--- config.mk ---
export PLATFORM = sky130hd
export DESIGN_NAME = fs_offset_eval
export DESIGN_NICKNAME = d
export VERILOG_FILES = /design/src/rtl/fs_offset_eval.sv
export SDC_FILE = /design/constraint.sdc
export NUM_CORES = 1
export LEC_CHECK = 0
export BUFFER_PORTS_ARGS = -buffer_cell sky130_fd_sc_hd__buf_2
export CAP_MARGIN = 20
export CORE_MARGIN = 8
export CORE_UTILIZATION = 40
export CTS_BUF_LIST = sky130_fd_sc_hd__clkbuf_2
export DETAILED_ROUTE_END_ITERATION = 8
export PLACE_DENSITY = 0.64
export SETUP_SLACK_MARGIN = 0.15
export SLEW_MARGIN = 20
export SYNTH_ARGS = -nofsm -noshare
export SYNTH_HDL_FRONTEND = slang
export SYNTH_SLANG_ARGS = --single-unit
--- constraint.sdc ---
create_clock -name clk -period 4 [get_ports clk]
set_input_delay 0.2 -clock clk [delete_from_list [all_inputs] [get_ports clk]]
set_output_delay 0.2 -clock clk [all_outputs]
set_load 0.05 [all_outputs]
--- src/rtl/fs_offset_eval.sv ---
module fs_offset_eval #(
  parameter int NUM_FS    = 8,
  parameter int FRAME_LEN = 1024,
  parameter int SELW      = $clog2(NUM_FS),
  parameter int CW        = $clog2(FRAME_LEN)
) (
  input  logic              clk,
  input  logic              rst_n,
  input  logic              sp,
  input  logic [NUM_FS-1:0] fs_in,
  input  logic              synced,
  input  logic              cmd_valid,
  input  logic [SELW-1:0]   cmd_addr,
  input  logic              ista_rd,
  output logic              busy,
  output logic              fec_flag,
  output logic [CW-1:0]     result
);

  typedef enum logic [1:0] {IDLE, ARM, HUNT, COUNT} st_t;

  localparam logic [CW-1:0] CNT_LAST = CW'(FRAME_LEN - 1);
  localparam logic [CW-1:0] CNT_ONE  = CW'(1);

  st_t              st;
  logic [SELW-1:0]  sel;
  logic             sp_q;
  logic [NUM_FS-1:0] fs_q;
  logic [CW-1:0]    cnt;

  wire sp_rise = sp & ~sp_q;
  wire fs_rise = fs_in[sel] & ~fs_q[sel];
  wire hit_now = (st == HUNT) && sp_rise && fs_rise;
  wire hit_cnt = (st == COUNT) && fs_rise;
  wire done    = !cmd_valid && synced && (hit_now || hit_cnt);

  assign busy = (st != IDLE);

  always_ff @(posedge clk or negedge rst_n) begin
    if (!rst_n) begin
      st   <= IDLE;
      sel  <= '0;
      sp_q <= 1'b0;
      fs_q <= '0;
      cnt  <= '0;
    end else begin
      sp_q <= sp;
      fs_q <= fs_in;
      if (cmd_valid) begin
        st  <= ARM;
        sel <= cmd_addr;
      end else begin
        case (st)
          ARM:  if (synced) st <= HUNT;
          HUNT: begin
            if (!synced) st <= ARM;
            else if (sp_rise) begin
              if (fs_rise) st <= IDLE;
              else begin
                st  <= COUNT;
                cnt <= CNT_ONE;
              end
            end
          end
          COUNT: begin
            if (!synced) st <= ARM;
            else if (fs_rise) st <= IDLE;
            else cnt <= (cnt == CNT_LAST) ? '0 : cnt + CNT_ONE;
          end
          default: st <= IDLE;
        endcase
      end
    end
  end

  always_ff @(posedge clk or negedge rst_n) begin
    if (!rst_n)        fec_flag <= 1'b0;
    else if (done)     fec_flag <= 1'b1;
    else if (ista_rd)  fec_flag <= 1'b0;
  end

  always_ff @(posedge clk) begin
    if (done) result <= hit_now ? '0 : cnt;
  end

endmodule

==> metrics.txt <==
# TYPE chip_impl_metric gauge
chip_impl_info{name="outcome",value="finished clean"} 1
chip_impl_metric{name="grt_use_total",unit="%"} 11.4
chip_impl_metric{name="globalRouteOverflowTotal",unit=""} 0
chip_impl_info{name="rsz0062_at_grt",value="false"} 1
chip_impl_metric{name="nNetsFinal",unit=""} 193
chip_impl_metric{name="drv_cap",unit=""} 0
chip_impl_metric{name="slew_viol_final",unit=""} 0
chip_impl_metric{name="synth_top_area_share",unit="%"} 39.0
chip_impl_metric{name="setup-tns-final",unit="ns"} 0
chip_impl_metric{name="syn_nets",unit=""} 153
chip_impl_metric{name="grt_antenna_before_repair",unit=""} 0
chip_impl_metric{name="synth_edf_count",unit=""} 10
chip_impl_info{name="timing.setup.critical_path_class",value="flop to flop"} 1
chip_impl_info{name="tightest_hold_check_type",value="input pin to flop"} 1
chip_impl_metric{name="synth_area_per_cell",unit="um^2"} 11.9
chip_impl_metric{name="ir_worst_vdd",unit="V"} 0.000132
chip_impl_metric{name="die_width",unit="um"} 79.3
chip_impl_metric{name="die_h",unit="um"} 79.3
chip_impl_metric{name="period_minus_slack",unit="ns"} 2.03
chip_impl_metric{name="cell_area_placed",unit="um^2"} 1770
chip_impl_metric{name="via_count_of_the_first_global_routing_pass",unit=""} 1187
chip_impl_metric{name="setup-violations-final",unit=""} 0
chip_impl_metric{name="sequential_cell_area",unit="um^2"} 926
chip_impl_metric{name="max_fclk",unit="MHz"} 491
chip_impl_metric{name="yosys_register_bits",unit=""} 35
chip_impl_metric{name="die-area",unit="um^2"} 6290
chip_impl_metric{name="clk_latency",unit="ns"} 0.36
chip_impl_metric{name="post_synth_inst_count",unit=""} 135
chip_impl_metric{name="worst_hold_path.num_cells",unit=""} 2
chip_impl_metric{name="drcViolationCount",unit=""} 0
chip_impl_metric{name="floorplan.rows",unit=""} 23
chip_impl_metric{name="iter_0_drt_violations",unit=""} 76
chip_impl_metric{name="routed-via-count",unit=""} 1185
chip_impl_metric{name="layout-drive-gt1-share",unit="%"} 26.1
chip_impl_info{name="destination_of_the_worst_hold_path",value="sel[0]$_DFFE_PN0P_"} 1
chip_impl_info{name="synth.most_common_cell",value="sky130_fd_sc_hd__dfrtp_1"} 1
chip_impl_metric{name="critical_path.max_fanout",unit=""} 15
chip_impl_metric{name="synth-warning-count",unit=""} 0
chip_impl_info{name="ys_dominant_reg_cell",value="sky130_fd_sc_hd__dfrtp_1"} 1
chip_impl_info{name="r2r_path_end",value="result[4]$_SDFFCE_PP0P_"} 1
chip_impl_metric{name="footprint_of_the_multi_input_gates",unit="um^2"} 616
chip_impl_info{name="synth_top_cells_by_count",value="sky130_fd_sc_hd__dfrtp_1, sky130_fd_sc_hd__and2_1, sky130_fd_sc_hd__edfxtp_1, sky130_fd_sc_hd__o31ai_1, sky130_fd_sc_hd__nor2_1"} 1
chip_impl_metric{name="finalWeightedCongestion",unit=""} 0.839
chip_impl_metric{name="synth-async-reset-ratio",unit="%"} 71.4
chip_impl_metric{name="relative_slew_slack",unit="%"} 45.0
chip_impl_metric{name="detailedPlacementHpwl",unit="um"} 2270
chip_impl_metric{name="area_growth",unit="%"} 19.0
chip_impl_metric{name="avgViaCountPerCell",unit=""} 5.24
chip_impl_metric{name="n_antenna_cell",unit=""} 0
chip_impl_metric{name="drt-wirelength-per-cell",unit="um"} 14.7
chip_impl_metric{name="power.density",unit="nW/um^2"} 329
chip_impl_metric{name="max_h_tree_level",unit=""} 2
chip_impl_metric{name="drt_pass1_iterations",unit=""} 4
chip_impl_metric{name="fraction_of_the_cycle_the_final_worst_path_needs",unit="%"} 50.9
chip_impl_metric{name="finalCoreUtilization",unit="%"} 48.4
chip_impl_metric{name="grt_first_pass_wirelength",unit="um"} 5620
chip_impl_metric{name="worst-endpoint-required",unit="ns"} 4.14
chip_impl_metric{name="tightestPinTransition",unit="ns"} 0.824
chip_impl_metric{name="p_leak",unit="nW"} 0.840
chip_impl_metric{name="buffers_inserted_by_post_cts_timing_repair",unit=""} 0
chip_impl_metric{name="final.fill_count",unit=""} 367
chip_impl_metric{name="core",unit="um^2"} 3940
chip_impl_metric{name="io-pin-count",unit=""} 29
chip_impl_metric{name="initial_core_util",unit="%"} 40.7
chip_impl_metric{name="numCtsBuffers",unit=""} 5
chip_impl_info{name="critPathCaptureType",value="flop"} 1
chip_impl_metric{name="seq_area_frac_synth",unit="%"} 57.8
chip_impl_metric{name="reg2reg_depth",unit=""} 5
chip_impl_info{name="critical_path.startpoint_type",value="flop"} 1
chip_impl_metric{name="clock_sink_count",unit=""} 35
chip_impl_metric{name="ant_nets",unit=""} 0
chip_impl_metric{name="clock_skew",unit="ns"} 0.0118
chip_impl_info{name="synth_area_leader_cell",value="sky130_fd_sc_hd__dfrtp_1"} 1
chip_impl_metric{name="mappedNetlistArea",unit="um^2"} 1600
chip_impl_info{name="holdCritStartpoint",value="cmd_addr[0]"} 1
chip_impl_metric{name="port_buffers",unit=""} 28
chip_impl_metric{name="report.final.hold_viol_count",unit=""} 0
chip_impl_metric{name="maximum_root_to_sink_buffer_count",unit=""} 2
chip_impl_metric{name="timing.reg2reg.setup_slack",unit="ns"} 1.97
chip_impl_metric{name="synth.lib_cells_used.distinct",unit=""} 37
chip_impl_metric{name="grt_start_max_net_pins",unit=""} 26
chip_impl_metric{name="final_design_area_no_fill",unit="um^2"} 1910
chip_impl_metric{name="routed_wl",unit="um"} 3320
chip_impl_metric{name="clk_transition_reported_paths",unit="ns"} 0.16
chip_impl_info{name="critical_path.reg2reg.startpoint",value="sel[0]$_DFFE_PN0P_"} 1
chip_impl_info{name="cts.root.buffer_cell",value="sky130_fd_sc_hd__clkbuf_2"} 1
chip_impl_info{name="post_synth_main_area_contributors",value="sky130_fd_sc_hd__dfrtp_1, sky130_fd_sc_hd__edfxtp_1, sky130_fd_sc_hd__and2_1"} 1
chip_impl_metric{name="timing.critical_path.arrival",unit="ns"} 2.18
chip_impl_info{name="tritoncts",value="done"} 1
==> routing by layer <==
metal | up-vias | wire length, um | GRT usage [%]
met2 | 30 | 1580 | 17.7
met1 | 572 | 1480 | 13.7
met3 | 6 | 198 | 4.29
li1 | 577 | - | -
met4 | 0 | 53 | 5.37
met5 | - | 0 | 0
==> flip-flops by register name (all words and copies together), names as in the netlist <==
| signal | flops |
|---|---|
| result | 10 |
| sel | 3 |
| sp_q | 1 |
| st | 2 |
| fs_q | 8 |
| fec_flag | 1 |
| cnt | 10 |
==> cells in the final DEF, fill, tap and decap left out, types with 2 or more instances in the layout <==
cell type / count
sky130_fd_sc_hd__o41ai_2: 2
sky130_fd_sc_hd__nand3b_1: 5
sky130_fd_sc_hd__clkinv_1: 2
sky130_fd_sc_hd__o21ai_1: 3
sky130_fd_sc_hd__mux2_2: 4
sky130_fd_sc_hd__and2_1: 12
sky130_fd_sc_hd__nor2_1: 9
sky130_fd_sc_hd__a31oi_1: 2
sky130_fd_sc_hd__nand4_1: 2
sky130_fd_sc_hd__dfrtp_1: 25
sky130_fd_sc_hd__dlygate4sd3_1: 10
sky130_fd_sc_hd__nand2b_1: 5
sky130_fd_sc_hd__edfxtp_1: 10
sky130_fd_sc_hd__inv_1: 7
sky130_fd_sc_hd__nand3_1: 2
sky130_fd_sc_hd__nand2_1: 5
sky130_fd_sc_hd__o31ai_1: 10
sky130_fd_sc_hd__nand4b_1: 2
sky130_fd_sc_hd__o21ai_0: 7
sky130_fd_sc_hd__buf_2: 28
sky130_fd_sc_hd__or2_2: 2
sky130_fd_sc_hd__clkbuf_2: 6
==> kinds of logic (layout without fill, tap and decap cells) <==
kind of cell	count (synthesis)	after routing	share of synthesized area, %
and+or+nand+nor	49	49	18.1
buffers and inverters	12	53	3.83
DFF	35	35	57.8
muxes	5	5	4.22
AOI/OAI and AO/OA	33	33	15.3
adders and majority gates	1	1	0.781
==> repair_timing <==
action                                 4_1_cts  5_1_grt
resized for setup                            0        0
endpoints found under the hold margin       34        0
hold buffers                                10        0
==> how the worst max path moves through the flow <==
stage	start	end	slack, ns	cells after the start
floorplan	sel[0]$_DFFE_PN0P_	cnt[2]$_DFFE_PN0P_	2.20	7
global route	sel[0]$_DFFE_PN0P_	result[8]$_SDFFCE_PP0P_	1.77	5
global placement	sel[0]$_DFFE_PN0P_	fec_flag$_DFFE_PN0P_	2.08	5
finish	sel[0]$_DFFE_PN0P_	result[4]$_SDFFCE_PP0P_	1.97	5
detailed placement	sel[0]$_DFFE_PN0P_	result[0]$_SDFFCE_PP0P_	1.98	5
CTS	sel[0]$_DFFE_PN0P_	result[0]$_SDFFCE_PP0P_	1.96	5
==> critical path: stages, from the launching register on <==
cell and delay [ns]:
sky130_fd_sc_hd__dfrtp_1 0.51, sky130_fd_sc_hd__nand3b_1 0.11, sky130_fd_sc_hd__o21ai_1 0.09, sky130_fd_sc_hd__mux4_2 0.45, sky130_fd_sc_hd__nand4b_1 0.38, sky130_fd_sc_hd__and2_1 0.30
==> report_power, final <==
part	leakage [nW]	switching, mW	internal [mW]
clock	0.0281	0.107	0.0421
combinational	0.390	0.0427	0.0366
sequential	0.422	0.0157	0.383
==> stage by stage <==
step | worst slack, ns | power, mW | cells | hold slack, ns
finish | 1.97 | 0.627 | 226 | 0.0653
global route | 1.77 | 0.661 | 226 | 0.0232
CTS | 1.96 | 0.636 | 226 | 0.0390
detailed placement | 1.98 | 0.477 | 208 | 0.228
global placement | 2.08 | 0.472 | 208 | 0.209
floorplan | 2.20 | 0.451 | 135 | -0.0956
==> layout make-up <==
cell class | instances | area share [%]
clock buffers | 6 | 1.57
clock inverters | 2 | 0.393
inverters | 7 | 1.38
multi-input cells | 88 | 32.3
flip-flops and latches | 35 | 48.5
well taps | 50 | 3.28
repair buffers | 38 | 12.6
No activity file was read; power rests on OpenSTA's default activity.
